==> config.mk <==
export PLATFORM = sky130hd
export DESIGN_NAME = rfsh_sched
export DESIGN_NICKNAME = d
export VERILOG_FILES = /design/src/rtl/rfsh_pkg.sv /design/src/rtl/rfsh_age_counter.sv /design/src/rtl/rfsh_burst_fsm.sv /design/src/rtl/rfsh_sched.sv
export SDC_FILE = /design/constraint.sdc
export NUM_CORES = 1
export LEC_CHECK = 0
export BUFFER_PORTS_ARGS = -buffer_cell sky130_fd_sc_hd__buf_2
export CAP_MARGIN = 20
export CORE_UTILIZATION = 40
export CTS_CLUSTER_SIZE = 25
export DETAILED_ROUTE_END_ITERATION = 7
export PLACE_DENSITY = 0.55
export SYNTH_ARGS = -nofsm -noshare
export SYNTH_HDL_FRONTEND = slang
export SYNTH_SLANG_ARGS = --single-unit
==> constraint.sdc <==
create_clock -name clk -period 3.1 [get_ports clk]
set_clock_uncertainty 0.1 [all_clocks]
set_input_delay 0.62 -clock clk [delete_from_list [all_inputs] [get_ports clk]]
set_output_delay 0.62 -clock clk [all_outputs]
set_load 0.01 [all_outputs]
==> src/rtl/rfsh_pkg.sv <==
package rfsh_pkg;
  typedef enum logic [1:0] {
    RS_OFF   = 2'd0,
    RS_COUNT = 2'd1,
    RS_BURST = 2'd2
  } rfsh_state_e;
endpackage

==> src/rtl/rfsh_age_counter.sv <==
// Clocks elapsed since the latest REFRESH (or since enable), saturating.
module rfsh_age_counter #(
  parameter int AGE_W = 14
) (
  input  logic             clk,
  input  logic             rst,
  input  logic             run,
  input  logic             restart,
  output logic [AGE_W-1:0] age_q,
  output logic [AGE_W-1:0] age_n
);
  always_comb begin
    if (!run)                  age_n = '0;
    else if (restart)          age_n = AGE_W'(1);
    else if (age_q != '1)      age_n = age_q + AGE_W'(1);
    else                       age_n = age_q;
  end

  always_ff @(posedge clk) begin
    if (rst) age_q <= '0;
    else     age_q <= age_n;
  end

  AST_IDLE_AGE_ZERO: assert property (@(posedge clk) disable iff (rst)
    !run |=> age_q == '0);
endmodule

==> src/rtl/rfsh_burst_fsm.sv <==
module rfsh_burst_fsm
  import rfsh_pkg::*;
#(
  parameter int BURST  = 4,
  parameter int AGE_W  = 14,
  parameter int THRESH = 5216
) (
  input  logic                     clk,
  input  logic                     rst,
  input  logic                     en,
  input  logic                     issue,
  input  logic [AGE_W-1:0]         age_q,
  input  logic [AGE_W-1:0]         age_n,
  output rfsh_state_e              state_q,
  output rfsh_state_e              state_n,
  output logic [$clog2(BURST+1)-1:0] left_n
);
  localparam int LW = $clog2(BURST+1);
  localparam logic [LW-1:0]    LEFT_FULL = LW'(BURST);
  localparam logic [AGE_W-1:0] THR_W     = AGE_W'(THRESH);

  logic [LW-1:0] left_q;

  always_comb begin
    state_n = state_q;
    left_n  = left_q;
    if (!en) begin
      state_n = RS_OFF;
      left_n  = '0;
    end else begin
      case (state_q)
        RS_OFF:   state_n = RS_COUNT;
        RS_COUNT: if (age_n >= THR_W) begin
                    state_n = RS_BURST;
                    left_n  = LEFT_FULL;
                  end
        RS_BURST: if (issue) begin
                    if (left_q == LW'(1)) begin
                      state_n = RS_COUNT;
                      left_n  = '0;
                    end else begin
                      left_n  = left_q - LW'(1);
                    end
                  end
        default:  state_n = RS_OFF;
      endcase
    end
  end

  always_ff @(posedge clk) begin
    if (rst) begin
      state_q <= RS_OFF;
      left_q  <= '0;
    end else begin
      state_q <= state_n;
      left_q  <= left_n;
    end
  end

  AST_LEFT_RANGE: assert property (@(posedge clk) disable iff (rst)
    left_q <= LEFT_FULL);
  AST_BURST_PENDING: assert property (@(posedge clk) disable iff (rst)
    state_q == RS_BURST |-> left_q != '0);
  AST_COUNT_BEFORE_THRESH: assert property (@(posedge clk) disable iff (rst)
    state_q == RS_COUNT |-> age_q < THR_W);
endmodule

==> src/rtl/rfsh_sched.sv <==
module rfsh_sched
  import rfsh_pkg::*;
#(
  parameter int T_RFC  = 320,
  parameter int T_REFI = 1560,
  parameter int BURST  = 4,
  parameter int MARGIN = 64
) (
  input  logic clk,
  input  logic rst,
  input  logic en_i,
  input  logic grant_i,
  output logic ref_req_o,
  output logic busy_o,
  output logic act_ok_o
);
  localparam int DEADLINE = BURST*T_REFI - (BURST-1)*T_RFC;
  localparam int THRESH   = DEADLINE - MARGIN;
  localparam int AGE_W    = $clog2(DEADLINE+1) + 1;
  localparam int LW       = $clog2(BURST+1);
  localparam logic [AGE_W-1:0] RFC_W     = AGE_W'(T_RFC);
  localparam logic [LW-1:0]    LEFT_FULL = LW'(BURST);

  logic [AGE_W-1:0] age_q, age_n;
  rfsh_state_e      state_q, state_n;
  logic [LW-1:0]    left_n;
  logic             issue, start;
  logic             req_q, busy_q, act_q;

  assign issue = grant_i & req_q;
  assign start = en_i & (state_q == RS_OFF);

  rfsh_age_counter #(.AGE_W(AGE_W)) age_i (
    .clk(clk), .rst(rst), .run(en_i), .restart(issue | start),
    .age_q(age_q), .age_n(age_n)
  );

  rfsh_burst_fsm #(.BURST(BURST), .AGE_W(AGE_W), .THRESH(THRESH)) fsm_i (
    .clk(clk), .rst(rst), .en(en_i), .issue(issue),
    .age_q(age_q), .age_n(age_n),
    .state_q(state_q), .state_n(state_n), .left_n(left_n)
  );

  always_ff @(posedge clk) begin
    if (rst) begin
      req_q  <= 1'b0;
      busy_q <= 1'b0;
      act_q  <= 1'b0;
    end else begin
      req_q  <= (state_n == RS_BURST) && ((left_n == LEFT_FULL) || (age_n >= RFC_W));
      busy_q <= (state_n == RS_BURST);
      act_q  <= (state_n == RS_COUNT) && (age_n >= RFC_W);
    end
  end

  assign ref_req_o = req_q;
  assign busy_o    = busy_q;
  assign act_ok_o  = act_q;

  AST_REQ_WITHIN_BUSY: assert property (@(posedge clk) disable iff (rst)
    req_q |-> busy_q);
  AST_NO_ACT_WHILE_BUSY: assert property (@(posedge clk) disable iff (rst)
    busy_q |-> !act_q);
  AST_ACT_AFTER_RECOVERY: assert property (@(posedge clk) disable iff (rst)
    act_q |-> age_q >= RFC_W);
  AST_OFF_QUIET: assert property (@(posedge clk) disable iff (rst)
    state_q == RS_OFF |-> !req_q && !busy_q && !act_q);
  AST_ISSUE_DROPS_REQ: assert property (@(posedge clk) disable iff (rst)
    issue && en_i |=> !req_q);
endmodule

==> results of run 1 <==
## cell type report
class	instances	area, µm²	share of cell area (%)
tap	44	55.1	3.86
multi-input combinational	131	827	58.0
clock buffer	4	36.3	2.54
inverter	10	37.5	2.63
timing repair buffer	6	30.0	2.11
sequential	22	440	30.9
## flip-flops by register name, indices dropped and copies added (netlist names)
signal         cells
age_i.age_q       14
act_ok_o           1
fsm_i.left_q       3
fsm_i.state_q      2
busy_o             1
ref_req_o          1
## worst reg2reg max path: stages, from the launching register on
cell and delay (ns):
dfxtp_1 0.41, ha_1 0.26, nand4_2 0.20, a211o_1 0.33
mux2_2 0.26, a2111o_1 0.40, o221ai_2 0.22, nand2_2 0.14
o311ai_1 0.29, a211oi_1 0.12
## power by group through the flow
stage / combinational, W / clock [W] / sequential, W
detailed placement: 0.0000209 / 0 / 0.000292
global route: 0.0000238 / 0.000175 / 0.000286
finish: 0.0000210 / 0.000159 / 0.000286
CTS: 0.0000209 / 0.000166 / 0.000286
floorplan: 0.0000136 / 0 / 0.000292
global placement: 0.0000206 / 0 / 0.000292
## Yosys cell counts, types with 2 or more instances
master and n:
a21oi_1 12, a311oi_1 2, a31oi_1 7, a41oi_1 2
and2_1 5, and3_1 4, and4_1 2, dfxtp_1 22
ha_1 7, inv_1 10, mux2i_1 3, nand2_1 18
nand2b_1 3, nand3_1 6, nand4_1 2, nor2_1 17
nor3_1 7, o21ai_0 5, or2_2 2, or3_1 3
xnor2_1 2
## cells in the final DEF, fill, tap and decap left out, types with 3 or more instances in the layout
master and n:
dfxtp_1 22, nand2_1 18, nor2_1 17, a21oi_1 12, inv_1 10, a31oi_1 7, nor3_1 7, ha_1 7
nand3_1 6, buf_2 6, and2_1 5, o21ai_0 5, and3_1 4, or3_1 3, nand2b_1 3, mux2i_1 3
clkbuf_4 3
## per-layer routing
metal	vias to the layer above	track usage [%]	share of wire, %
li1	620	-	-
met1	569	21.3	47
met2	11	32.4	50
met3	4	2.62	2.0
met4	0	7.48	1.1
met5	-	0	0
## per-stage QoR
| step | power [W] | utilization (%) | hold slack, ns | cells | cell area, µm² |
|---|---|---|---|---|---|
| global placement | 0.000313 | 45.2 | 0.369 | 213 | 1390 |
| detailed placement | 0.000313 | 45.2 | 0.379 | 213 | 1390 |
| floorplan | 0.000306 | - | 0.358 | 164 | 1310 |
| CTS | 0.000473 | 46.3 | 0.396 | 217 | 1430 |
| global route | 0.000485 | 46.3 | 0.410 | 217 | 1430 |
| finish | 0.000466 | 46.3 | 0.395 | 217 | 1430 |
## final timing paths
path / from / slack, ns / to
worst min-delay path: age_i.age_q[1] / 0.39 / age_i.age_q[1]
worst max register to register: age_i.age_q[0] / 0.27 / ref_req_o
worst max-delay path: age_i.age_q[0] / 0.27 / ref_req_o
worst min register to register: age_i.age_q[1] / 0.39 / age_i.age_q[1]
## logic make-up after synthesis
family / Yosys count / share of synthesized area [%]
AND/OR/NAND/NOR: 76 / 30.0
XOR/XNOR: 3 / 2.01
AO/OA/AOI/OAI: 41 / 21.3
adder cells (fa/ha/maj): 7 / 6.69
multiplexers: 4 / 3.15
buffers and inverters: 11 / 3.15
flip-flops: 22 / 33.7
==> impl_results.md, run 1 <==
* Clk network pwr share at 34.1%
* Die Wd at 59.2 µm
* CP Cell Sequence: ha_1 -> nand4_2 -> a211o_1 -> mux2_2 -> a2111o_1 -> o221ai_2 -> nand2_2 -> o311ai_1 -> a211oi_1
* WL per Instance at 13.2 µm
* Global router's overall resource usage at 18.1%
* Sink Count at 22
* I/O Pins at 7
* Die area at 3500 µm²
* Crit path DAT at 2.93 ns
* Hold bufs inserted after CTS at 0
* Synth unique cells at 44
* Cell Pwr Density at 327 nW/µm²
* DRT antenna net count at 0
* Worst VDD drop at 0.000129 V
* Largest net degree at the start of global routing at 13
* Post-CTS Setup Inserts at 0
* CTS root buf: clkbuf_4
* Top_reg_cell synth: dfxtp_1
* Syn Inst Count at 164
* Max-slew violations at 0
* Final setup viols at 0
* Placement Rows at 20
* Post-Syn Nets at 175
* Instance count on the critical path at 9
* Worst-skew pair later-pin latency at 0.31 ns
* Max-cap violation count at 0
* Crit. End Element: flop
* Initial core utilization at 42.5%
* Crit-path max cell delay at 0.41 ns
* H-tree depth at 1
* Number of global-route vias before repair at 1,120
* Synthesis-to-finish area growth at 8.99%
* Total gr overflow at 0
* Clock Path Buffers at 2
* DRC at 0
* CP max FO at 7
* Shortest period the worst path allows at 2.83 ns
* Drt via density at 5.55
* Setup ws final at 0.269 ns
* Post-synth top area share at 33.7%
* ANT cells at 0
* #FFs+latches synth at 22
* Setup WS pre-CTS at 0.315 ns
* Register area share after synthesis at 33.7%
* Final #Nets at 185
* DR vias at 1,204
* Worst-path clk slew at 0.13 ns
* Leak pwr at 0.478 nW
* Syn. warnings at 0
* TNS Setup at 0 ns
* Detailed placement HPWL at 2260 µm
* CP Class: reg2reg
* CP Data Required Time at 3.20 ns
* Max Clock Freq at 0.353 GHz
* Ys async rst share at 0%
* Post-CTS Resized at 0
* Switching part of the total power at 22.1%
* CTS buffer count at 3
* RSZ-0062 raised after global routing: no
* Post-Syn Area per Cell at 7.98 µm²
* CP top delay family: compound AO/OA/AOI/OAI gates
* RePlAce Congestion at 0.910
* Drt first pass iters at 4
* Iter 0 DRT Violations at 58
* Status: complete, no violations
* First-pass GRT wire length at 4860 µm
* Reg2Reg Depth at 9
* Area of the core at 3080 µm²
* Slew HR at 62.2%
* Buf/Inv on CP at 0
* Combinational group share of total power at 4.5%
* NetSw at 0.000103 W
* Worst Hold Path Cells at 2
* Post-synth EDFFs at 0
* CTS tree: yes
* Critical path startpoint category: flop
* Height of the die at 59.2 µm
* Final worst path period share at 91.3%
* Routed Wire Length at 2860 µm
* Measured slew at the worst slew-check pin at 0.562 ns
* Cell taking the most area after synthesis: dfxtp_1
* Share of layout cells above drive strength 1 at 9.83%
* Final Hold Fails at 0
* Initial antenna violation count at 0
* I/O Buffers at 6
* Seq pwr share at 61.4%
* Fillers at 327
* Crit-path slowest cell: dfxtp_1
* Cell Int Power at 0.000363 W
* Largest cells by area after synthesis: dfxtp_1, ha_1, nand2_1
* Synthesized cell area at 1310 µm²
* Hold WC Path Type: reg2reg
No activity file was read; power rests on OpenSTA's default activity.
==> run 2, diff against run 1 <==
GPL_TIMING_DRIVEN = 0   (was not set)
==> run 2 against run 1 <==
  * Routed wire length is 2.2% lower
  * Sequential share of layout area is 0.77 points lower
  * Critical endpoint unchanged
  * First-iteration DRC count is 3.4% higher
  * Design area is 2.5% higher
  * Cell count is 0.46% higher
  * Core utilization is 1.2 points higher
  * Combinational power is 2% higher
  * Largest power group unchanged
  * Count of clock-buffer cells in the layout is 1 lower
  * Highest routed layer unchanged
  * Maximum frequency is 0.63% higher
  * Largest cell class unchanged
==> impl_results.md, run 2 (same netlist as run 1, synthesis figures left out) <==
* CTS tree: yes
* Combinational group share of total power at 4.0%
* Shortest period the worst path allows at 2.81 ns
* Die area at 3500 µm²
* Max Clock Freq at 0.355 GHz
* Crit-path slowest cell: dfxtp_1
* I/O Pins at 7
* Post-CTS Setup Inserts at 0
* Worst-path clk slew at 0.13 ns
* Max-cap violation count at 0
* Switching part of the total power at 20.1%
* Most common cell after layout, fill and taps aside: dfxtp_1
* Drt via density at 5.59
* Max reg flops at 14
* Largest Register: age_i.age_q
* I/O Buffers at 6
* Drt first pass iters at 4
* Status: complete, no violations
* Leak pwr at 0.503 nW
* Crit path DAT at 2.92 ns
* Slew HR at 66.0%
* Cell Int Power at 0.000422 W
* Sink Count at 22
* Area of the core at 3080 µm²
* ANT cells at 0
* Crit-path max cell delay at 0.40 ns
* CTS root buf: clkbuf_4
* Crit. End Element: flop
* Detailed placement HPWL at 2180 µm
* Initial core utilization at 42.5%
* CP Data Required Time at 3.20 ns
* DR vias at 1,219
* RePlAce Congestion at 0.903
* Final setup viols at 0
* CP max FO at 7
* Final core occ at 47.5%
* Critical path startpoint category: flop
* Height of the die at 59.2 µm
* Final Hold Fails at 0
* Final #Nets at 186
* Clk network pwr share at 41.8%
* CP Cell Sequence: ha_1 -> nand4_2 -> a211o_1 -> mux2_2 -> a2111o_1 -> o221ai_2 -> nand2_2 -> o311ai_2 -> a211oi_1
* Routed Wire Length at 2800 µm
* RSZ-0062 raised after global routing: no
* Worst VDD drop at 0.000184 V
* Worst-skew pair later-pin latency at 0.30 ns
* First-pass GRT wire length at 4910 µm
* DRC at 0
* Global router's overall resource usage at 18.5%
* Total gr overflow at 0
* Number of global-route vias before repair at 1,143
* Clock Path Buffers at 2
* Most frequent cells in the layout: dfxtp_1, nand2_1, nor2_1
* Share of layout cells above drive strength 1 at 10.3%
* TNS Setup at 0 ns
* Total power at 0.000528 W
* H-tree depth at 1
* Synthesis-to-finish area growth at 11.8%
* Top Registers: age_i.age_q x14, fsm_i.left_q x3, fsm_i.state_q x2
* Placement Rows at 20
* Hold WC Path Type: reg2reg
* Die Wd at 59.2 µm
* Max-slew violations at 0
* Largest net degree at the start of global routing at 14
* Iter 0 DRT Violations at 60
* Final worst path period share at 90.8%
* WL per Instance at 12.9 µm
* Seq pwr share at 54.2%
* Initial antenna violation count at 0
* CTS buffer count at 3
* Fillers at 329
* Cell Pwr Density at 361 nW/µm²
* DRT antenna net count at 0
* NetSw at 0.000106 W
* Measured slew at the worst slew-check pin at 0.511 ns
* CP Class: reg2reg
-- run 2: layout make-up --
cell class	count	area, µm²	area share (%)
Multi-Input combinational cell	131	843	57.7
Sequential cell	22	440	30.1
Tap cell	44	55.1	3.76
Inverter	10	37.5	2.57
Clock inverter	1	30.0	2.05
Timing Repair Buffer	6	30.0	2.05
Clock buffer	3	22.5	1.54
Buffer	1	3.75	0.257
-- run 2: per-stage QoR --
step | setup WS [ns] | cell area (µm²) | hold WS (ns) | std cells
3_5_place_dp | 0.273 | 1390 | 0.383 | 214
4_1_cts | 0.257 | 1450 | 0.401 | 218
2_1_floorplan | 0.539 | 1310 | 0.358 | 164
6_report | 0.286 | 1460 | 0.400 | 218
5_1_grt | 0.0512 | 1460 | 0.417 | 218
3_3_place_gp | 0.271 | 1390 | 0.378 | 214
-- run 2: metal layers --
layer	up-vias	share of wire [%]	track usage [%]	routed length, µm
li1	621	-	-	-
met4	0	1.2	8.50	35
met1	575	46	23.1	1300
met2	19	49	31.5	1390
met5	-	0	0	0
met3	4	3.0	2.40	83
-- run 2: final timing paths --
check	to	cells after the start	from	slack (ns)
worst max-delay path	ref_req_o	9	age_i.age_q[0]	0.29
worst min-delay path	age_i.age_q[1]	2	age_i.age_q[1]	0.40
worst max register to register	ref_req_o	9	age_i.age_q[0]	0.29
worst min register to register	age_i.age_q[1]	2	age_i.age_q[1]	0.40
-- run 2: power by group through the flow --
stage | Combinational, W | Clock, W | Sequential [W]
3_3_place_gp | 0.0000210 | 0 | 0.000292
3_5_place_dp | 0.0000213 | 0 | 0.000292
6_report | 0.0000214 | 0.000220 | 0.000286
2_1_floorplan | 0.0000136 | 0 | 0.000292
4_1_cts | 0.0000215 | 0.000229 | 0.000286
5_1_grt | 0.0000246 | 0.000241 | 0.000287
-- run 2: what timing repair did --
item	CTS	global route
hold buffers	0	0
setup endpoints to repair	0	1
resized for setup	0	2
-- run 2: critical path, delay by kind of cell (launching register included) --
kind / cells / cell delay, ns
adders and majority gates: 1 / 0.26
AOI/OAI and AO/OA: 5 / 1.31
muxes: 1 / 0.27
and+or+nand+nor: 2 / 0.38
DFF: 1 / 0.40
